<file path="src/rtl/lme_pkg.sv">
package lme_pkg;
  typedef enum logic [2:0] {
    OP_SET_START  = 3'd0,
    OP_CLEAN_END  = 3'd1,
    OP_INV_END    = 3'd2,
    OP_LINE_CLEAN = 3'd3,
    OP_LINE_INV   = 3'd4,
    OP_LINE_FLUSH = 3'd5,
    OP_INV_ALL    = 3'd6,
    OP_RSVD       = 3'd7
  } op_e;

  typedef enum logic [1:0] {
    K_CLEAN = 2'd0,
    K_INV   = 2'd1,
    K_FLUSH = 2'd2
  } kind_e;
endpackage

</file>
<file path="src/rtl/lme_decode.sv">
module lme_decode
  import lme_pkg::*;
#(
  parameter int unsigned ADDR_W     = 32,
  parameter int unsigned LINE_BYTES = 32,
  parameter int unsigned PAGE_BYTES = 4096
) (
  input  logic              cmd_valid_i,
  input  logic              idle_i,
  input  logic [2:0]        op_i,
  input  logic [ADDR_W-1:0] data_i,
  input  logic [ADDR_W-1:0] start_i,
  output logic              set_start_o,
  output logic              launch_o,
  output logic              finish_o,
  output logic              err_o,
  output logic              by_idx_o,
  output logic [1:0]        kind_o,
  output logic [ADDR_W-1:0] first_o,
  output logic [ADDR_W-1:0] last_o
);
  localparam int unsigned LB = $clog2(LINE_BYTES);
  localparam int unsigned PB = $clog2(PAGE_BYTES);
  localparam logic [ADDR_W-1:0] LMASK = ~ADDR_W'(LINE_BYTES - 1);

  logic [ADDR_W:0]   rng_first_ext;
  logic [ADDR_W-1:0] rng_first, rng_last, line_addr;
  logic              page_diff, rng_empty;

  // first line start at or above start, may overflow past the top
  assign rng_first_ext = ({1'b0, start_i} + (ADDR_W+1)'(LINE_BYTES - 1)) & {1'b1, LMASK};
  assign rng_first     = rng_first_ext[ADDR_W-1:0];
  assign rng_last      = data_i & LMASK;
  assign line_addr     = data_i & LMASK;
  assign page_diff     = start_i[ADDR_W-1:PB] != data_i[ADDR_W-1:PB];
  assign rng_empty     = rng_first_ext[ADDR_W] || (rng_first > rng_last);

  always_comb begin
    set_start_o = 1'b0;
    launch_o    = 1'b0;
    finish_o    = 1'b0;
    err_o       = 1'b0;
    by_idx_o    = 1'b0;
    kind_o      = K_CLEAN;
    first_o     = line_addr;
    last_o      = line_addr;
    if (cmd_valid_i && idle_i) begin
      unique case (op_e'(op_i))
        OP_SET_START: set_start_o = 1'b1;
        OP_CLEAN_END, OP_INV_END: begin
          kind_o  = (op_e'(op_i) == OP_CLEAN_END) ? K_CLEAN : K_INV;
          first_o = rng_first;
          last_o  = rng_last;
          if (page_diff) begin
            finish_o = 1'b1;
            err_o    = 1'b1;
          end else if (rng_empty) begin
            finish_o = 1'b1;
          end else begin
            launch_o = 1'b1;
          end
        end
        OP_LINE_CLEAN: launch_o = 1'b1;
        OP_LINE_INV: begin
          launch_o = 1'b1;
          kind_o   = K_INV;
        end
        OP_LINE_FLUSH: begin
          launch_o = 1'b1;
          kind_o   = K_FLUSH;
        end
        OP_INV_ALL: begin
          launch_o = 1'b1;
          by_idx_o = 1'b1;
          kind_o   = K_INV;
        end
        default: ;
      endcase
    end
  end

  logic unused_lb;
  assign unused_lb = ^LB;
endmodule

</file>
<file path="src/rtl/lme_walker.sv">
module lme_walker
  import lme_pkg::*;
#(
  parameter int unsigned ADDR_W     = 32,
  parameter int unsigned LINE_BYTES = 32,
  parameter int unsigned PAGE_BYTES = 4096,
  parameter int unsigned NUM_IDX    = 256,
  parameter int unsigned IDX_W      = $clog2(NUM_IDX)
) (
  input  logic              clk_i,
  input  logic              rst_ni,
  input  logic              launch_i,
  input  logic              finish_i,
  input  logic              err_i,
  input  logic              by_idx_i,
  input  logic [1:0]        kind_i,
  input  logic [ADDR_W-1:0] first_i,
  input  logic [ADDR_W-1:0] last_i,
  input  logic              arr_ready_i,
  output logic              busy_o,
  output logic              done_o,
  output logic              err_o,
  output logic              arr_valid_o,
  output logic              arr_by_idx_o,
  output logic [1:0]        arr_kind_o,
  output logic [ADDR_W-1:0] arr_addr_o,
  output logic [IDX_W-1:0]  arr_idx_o
);
  localparam int unsigned LB = $clog2(LINE_BYTES);
  localparam int unsigned PB = $clog2(PAGE_BYTES);
  localparam logic [IDX_W-1:0] IDX_LAST = IDX_W'(NUM_IDX - 1);

  logic              busy_q, by_idx_q, done_q, err_q;
  logic [1:0]        kind_q;
  logic [ADDR_W-1:0] cur_q, last_q;
  logic [IDX_W-1:0]  idx_q;
  logic              fire, at_end;

  assign fire   = busy_q && arr_ready_i;
  assign at_end = by_idx_q ? (idx_q == IDX_LAST) : (cur_q == last_q);

  always_ff @(posedge clk_i or negedge rst_ni) begin
    if (!rst_ni) begin
      busy_q   <= 1'b0;
      by_idx_q <= 1'b0;
      done_q   <= 1'b0;
      err_q    <= 1'b0;
      kind_q   <= K_CLEAN;
      cur_q    <= '0;
      last_q   <= '0;
      idx_q    <= '0;
    end else begin
      done_q <= 1'b0;
      err_q  <= 1'b0;
      if (!busy_q) begin
        if (launch_i) begin
          busy_q   <= 1'b1;
          by_idx_q <= by_idx_i;
          kind_q   <= kind_i;
          cur_q    <= first_i;
          last_q   <= last_i;
          idx_q    <= '0;
        end else if (finish_i) begin
          done_q <= 1'b1;
          err_q  <= err_i;
        end
      end else if (fire) begin
        if (at_end) begin
          busy_q <= 1'b0;
          done_q <= 1'b1;
        end else if (by_idx_q) begin
          idx_q <= idx_q + 1'b1;
        end else begin
          cur_q <= cur_q + ADDR_W'(LINE_BYTES);
        end
      end
    end
  end

  assign busy_o       = busy_q;
  assign done_o       = done_q;
  assign err_o        = err_q;
  assign arr_valid_o  = busy_q;
  assign arr_by_idx_o = by_idx_q;
  assign arr_kind_o   = kind_q;
  assign arr_addr_o   = cur_q;
  assign arr_idx_o    = idx_q;

  p_hold_r10: assert property (@(posedge clk_i) disable iff (!rst_ni)
    arr_valid_o && !arr_ready_i |=> arr_valid_o && $stable(arr_addr_o)
      && $stable(arr_idx_o) && $stable(arr_kind_o) && $stable(arr_by_idx_o));
  p_addr_step_r3: assert property (@(posedge clk_i) disable iff (!rst_ni)
    fire && !at_end && !by_idx_q |=> arr_addr_o == $past(arr_addr_o) + ADDR_W'(LINE_BYTES));
  p_aligned_r3: assert property (@(posedge clk_i) disable iff (!rst_ni)
    arr_valid_o && !arr_by_idx_o |-> arr_addr_o[LB-1:0] == '0);
  p_one_page_r5: assert property (@(posedge clk_i) disable iff (!rst_ni)
    arr_valid_o && !arr_by_idx_o |-> cur_q[ADDR_W-1:PB] == last_q[ADDR_W-1:PB]);
  p_idx_step_r8: assert property (@(posedge clk_i) disable iff (!rst_ni)
    fire && !at_end && by_idx_q |=> arr_idx_o == $past(arr_idx_o) + 1'b1);
  p_idx_bound_r8: assert property (@(posedge clk_i) disable iff (!rst_ni)
    arr_valid_o && arr_by_idx_o |-> arr_idx_o <= IDX_LAST);
  p_done_idle_r4: assert property (@(posedge clk_i) disable iff (!rst_ni)
    done_o |-> !busy_o);
  p_err_done_r5: assert property (@(posedge clk_i) disable iff (!rst_ni)
    err_o |-> done_o && !$past(busy_o));
endmodule

</file>
<file path="src/rtl/line_maint_engine.sv">
module line_maint_engine
  import lme_pkg::*;
#(
  parameter int unsigned ADDR_W     = 32,
  parameter int unsigned LINE_BYTES = 32,
  parameter int unsigned PAGE_BYTES = 4096,
  parameter int unsigned SETS       = 64,
  parameter int unsigned WAYS       = 4,
  localparam int unsigned NUM_IDX   = SETS * WAYS,
  localparam int unsigned IDX_W     = (NUM_IDX > 1) ? $clog2(NUM_IDX) : 1
) (
  input  logic              clk_i,
  input  logic              rst_ni,
  input  logic              cmd_valid_i,
  input  logic [2:0]        cmd_op_i,
  input  logic [ADDR_W-1:0] cmd_data_i,
  output logic              stall_o,
  output logic              done_o,
  output logic              err_o,
  output logic              arr_valid_o,
  input  logic              arr_ready_i,
  output logic              arr_by_idx_o,
  output logic [1:0]        arr_kind_o,
  output logic [ADDR_W-1:0] arr_addr_o,
  output logic [IDX_W-1:0]  arr_idx_o
);
  logic [ADDR_W-1:0] start_q, first, last;
  logic              set_start, launch, finish, dec_err, by_idx, busy;
  logic [1:0]        kind;

  always_ff @(posedge clk_i or negedge rst_ni) begin
    if (!rst_ni)        start_q <= '0;
    else if (set_start) start_q <= cmd_data_i;
  end

  lme_decode #(
    .ADDR_W(ADDR_W), .LINE_BYTES(LINE_BYTES), .PAGE_BYTES(PAGE_BYTES)
  ) u_decode (
    .cmd_valid_i(cmd_valid_i),
    .idle_i     (!busy),
    .op_i       (cmd_op_i),
    .data_i     (cmd_data_i),
    .start_i    (start_q),
    .set_start_o(set_start),
    .launch_o   (launch),
    .finish_o   (finish),
    .err_o      (dec_err),
    .by_idx_o   (by_idx),
    .kind_o     (kind),
    .first_o    (first),
    .last_o     (last)
  );

  lme_walker #(
    .ADDR_W(ADDR_W), .LINE_BYTES(LINE_BYTES), .PAGE_BYTES(PAGE_BYTES),
    .NUM_IDX(NUM_IDX), .IDX_W(IDX_W)
  ) u_walker (
    .clk_i       (clk_i),
    .rst_ni      (rst_ni),
    .launch_i    (launch),
    .finish_i    (finish),
    .err_i       (dec_err),
    .by_idx_i    (by_idx),
    .kind_i      (kind),
    .first_i     (first),
    .last_i      (last),
    .arr_ready_i (arr_ready_i),
    .busy_o      (busy),
    .done_o      (done_o),
    .err_o       (err_o),
    .arr_valid_o (arr_valid_o),
    .arr_by_idx_o(arr_by_idx_o),
    .arr_kind_o  (arr_kind_o),
    .arr_addr_o  (arr_addr_o),
    .arr_idx_o   (arr_idx_o)
  );

  assign stall_o = busy;

  p_one_action_r2: assert property (@(posedge clk_i) disable iff (!rst_ni)
    $onehot0({set_start, launch, finish}));
  p_stall_ignore_r11: assert property (@(posedge clk_i) disable iff (!rst_ni)
    stall_o |=> $stable(start_q));
  p_launch_stall_r4: assert property (@(posedge clk_i) disable iff (!rst_ni)
    launch |=> stall_o);
  p_reject_quiet_r6: assert property (@(posedge clk_i) disable iff (!rst_ni)
    finish |=> done_o && !arr_valid_o);
endmodule

</file>
<file path="config.mk">
export PLATFORM = sky130hd
export DESIGN_NAME = line_maint_engine
export DESIGN_NICKNAME = d
export VERILOG_FILES = /design/src/rtl/lme_pkg.sv /design/src/rtl/lme_decode.sv /design/src/rtl/lme_walker.sv /design/src/rtl/line_maint_engine.sv
export SDC_FILE = /design/constraint.sdc
export NUM_CORES = 1
export LEC_CHECK = 0
export CAP_MARGIN = 40
export CORE_MARGIN = 4
export CORE_UTILIZATION = 41
export DETAILED_ROUTE_END_ITERATION = 7
export MAX_ROUTING_LAYER = met4
export PLACE_DENSITY = 0.74
export SLEW_MARGIN = 30
export SYNTH_ARGS = -nofsm -noshare
export SYNTH_HDL_FRONTEND = slang
export SYNTH_SLANG_ARGS = --single-unit
export TNS_END_PERCENT = 50
</file>
<file path="constraint.sdc">
create_clock -name clk_i -period 11.1 [get_ports clk_i]
set_clock_uncertainty 0.2 [all_clocks]
set_input_delay 2.22 -clock clk_i [delete_from_list [all_inputs] [get_ports clk_i]]
set_output_delay 2.22 -clock clk_i [all_outputs]
set_load 0.03 [all_outputs]
</file>
==> impl_metrics.csv <==
group,metric,value,unit
sta,hold_violations,0,
logic_synthesis,ys.flop_type,"dfrtp_1",
drt,drc_errors,0,
global_routing,grt_pass1_vias,5918,
layout,multi_input_area,3970,um2
sta,slew-limit-headroom,46.67,%
sta,period_share,54.81,%
layout,final-instance-count-excl-fill,1076,
sta,setup_violations,0,
sta,timing.fmax,164.4,MHz
layout,diodes,0,
logic_synthesis,syn-cell-area,6860,um2
placed_design,port_buffers,80,
layout,layout-drive-gt1-share,6.192,%
placed_design,gp_congestion,0.9356,
floorplanning,rows,47,
global_routing,grt_max_degree,59,
sta,rsz0062_at_grt,"false",
global_routing,grt_overflow_total,0,
clocking,cts-hold-fix-buffers,0,
power_and_ir_drop,power_leakage,3.503,nW
drt,vias_per_cell,5.867,
layout,fillers,1602,
logic_synthesis,yosys_warnings,0,
drt,wirelength,20800,um
global_routing,grt_first_pass_wirelength,33120,um
layout,layout.nets,919,
power_and_ir_drop,p_per_area,136.4,nW/um2
clocking,cts.repair.resized,0,
logic_synthesis,syn_inst,798,
layout,final_common_cell,"dfrtp_1",
floorplanning,fp.dieW,137.4,um
layout,seq_area,2502,um2
clocking,htreeDepth,3,
logic_synthesis,ys_ff_latch,100,
drt,vias,6313,
drt,drt-initial-drc-count,619,
sta,min_period,6084,ps
layout,final_area,8122,um2
clocking,cts_tree,"yes",
clocking,cts_buffers,9,
power_and_ir_drop,power,1.108,mW
setup_path,cp-end-kind,"flop",
clocking,post_cts_buffers,0,
global_routing,grt_use_total,23.61,%
job,maxCapViolations,0,
sta,tightest_slew,799.1,ps
logic_synthesis,synth.avg_cell_area,8.597,um2
power_and_ir_drop,vdd_ir_drop_max,0.07559,mV
floorplanning,start_util,41.66,%
setup_path,start_kind,"primary input",
sta,slew_violations,0,
placed_design,hpwl,15690,um
layout,syn2layout_area_growth,18.38,%
setup_path,worstSetupPathType,"in2reg",
floorplanning,io_pins,86,
clocking,numClockSinks,100,
logic_synthesis,synth_top_area_share,36.48,%
logic_synthesis,synth.distinct_cells,68,
drt,firstDrtPassIters,5,
setup_path,worstPathArrival,6130,ps
clocking,cts_root_buf,"clkbuf_16",
logic_synthesis,async_flop_share,100.0,%
placed_design,placed_cell_area,7780,um2
layout,fin_util,49.32,%
setup_path,crit_required,11140,ps
setup_path,r2r_slack,5400,ps
drt,wl_per_cell,19.33,um
logic_synthesis,yosysSeqAreaShare,36.48,%
clocking,clock_path_buffers,2,
global_routing,antenna_found_initial,0,
hold_path,worst_hold_path_type,"reg2reg",
layout,final_cell_mix,"100 x dfrtp_1, 97 x o21ai_0, 91 x nand2_1",
floorplanning,coreArea,16470,um2
placed_design,dp_cells,1059,
floorplanning,die_height,137.4,um
clocking,insertion_delay,360,ps
floorplanning,die_area,18870,um2
setup_path,crit_fanout,18,
drt,ant_nets,0,
logic_synthesis,ys_top_cells_by_area,"dfrtp_1 36%, o21ai_0 7.1%, xnor2_1 6.9%, xor2_1 5.4%, ha_1 5.3%",
logic_synthesis,synth_edf_count,0,
sta,setup-tns-final,0,ps
clocking,cts.reportedPaths.clkPinSlew,80,ps
status,outcome,"complete, no violations",
logic_synthesis,synth_top_cell_by_area,"dfrtp_1",
## where the power goes
| part | internal, mW | switching [mW] | total, mW |
|---|---|---|---|
| Clock | 0.204 | 0.150 | 0.354 |
| Combinational | 0.134 | 0.172 | 0.306 |
| Sequential | 0.390 | 0.0575 | 0.448 |
| Total | 0.728 | 0.379 | 1.11 |
## through the flow
stage,hold WS [ps],worst slack (ps)
after CTS,305.4,5096
final,300.9,5016
after global placement,282.3,4789
after global routing,333.3,4701
after floorplan,270.1,6279
after detailed placement,289.6,4692
## sequential cells by signal (all words and copies together) (netlist names)
name                   count
u_walker.arr_addr_o       27
u_walker.arr_valid_o       1
u_walker.err_o             1
u_walker.last_q           27
u_walker.arr_idx_o         8
u_walker.arr_by_idx_o      1
u_walker.done_o            1
start_q                   32
u_walker.arr_kind_o        2
## synth_stat cells (4+ instances only)
cell type / number
nand3_1: 32
o31ai_1: 6
o21a_1: 5
a22oi_1: 11
buf_1: 4
dfrtp_1: 100
nor2_1: 28
and3_1: 13
a31oi_1: 9
o21ai_0: 97
nor3_1: 36
buf_2: 5
a31o_2: 4
nand2_1: 91
a211oi_1: 10
mux2_2: 8
a21oi_1: 19
and2_1: 8
inv_1: 41
ha_1: 29
clkbuf_1: 31
o22ai_1: 5
xor2_1: 42
nand4_1: 18
nor4_1: 21
mux2_1: 4
xnor2_1: 54
buf_4: 8
## worst paths after layout
kind / start / to / cells after the start
max: cmd_data_i[24] / u_walker.arr_addr_o[13]$_DFFE_PN0P_ / 11
min: start_q[0]$_DFFE_PN0P_ / start_q[0]$_DFFE_PN0P_ / 1
max reg2reg: start_q[6]$_DFFE_PN0P_ / u_walker.arr_addr_o[13]$_DFFE_PN0P_ / 15
min reg2reg: start_q[0]$_DFFE_PN0P_ / start_q[0]$_DFFE_PN0P_ / 1
max in group asynchronous: rst_ni / start_q[19]$_DFFE_PN0P_ / 3
min in group asynchronous: rst_ni / u_walker.arr_addr_o[29]$_DFFE_PN0P_ / 1
## per-layer routing
layer  GRT usage (%)  vias up  part of all wire [%]
met5               -        -                     0
met1           32.55     3003                    44
met2           34.41      317                    44
li1                -     2938                     -
met4           8.925        0                   3.3
met3           4.675       55                   9.2
## cell families (layout without fill, tap and decap cells)
logic type	after synthesis	after routing	synth area share, %
muxes	13	13	2.116
DFF	100	100	36.48
xor gates and xnor gates	96	96	12.26
buffers and inverters	93	147	5.873
adders and majority gates	29	29	5.289
AOI/OAI and AO/OA	191	191	17.34
and+or+nand+nor	275	275	20.59
other	1	5	0.05466
## critical path, cell delays in order
cell and delay (ps):
clkdlybuf4s50_1 590, inv_1 140, ha_1 300, nand4_1 170
nor4_1 530, nand3_1 140, o41ai_1 250, a31o_2 220
o21a_1 470, or2_1 700, mux2_1 390
## final cells by class
type,count,area share [%]
well taps,220,3.389
repair buffers,90,11.00
flip-flops and latches,100,30.81
multi-input cells,609,48.88
clock inverters,6,1.078
inverters,41,1.895
clock buffers,10,2.943
Power figures use the tool's default switching activity.
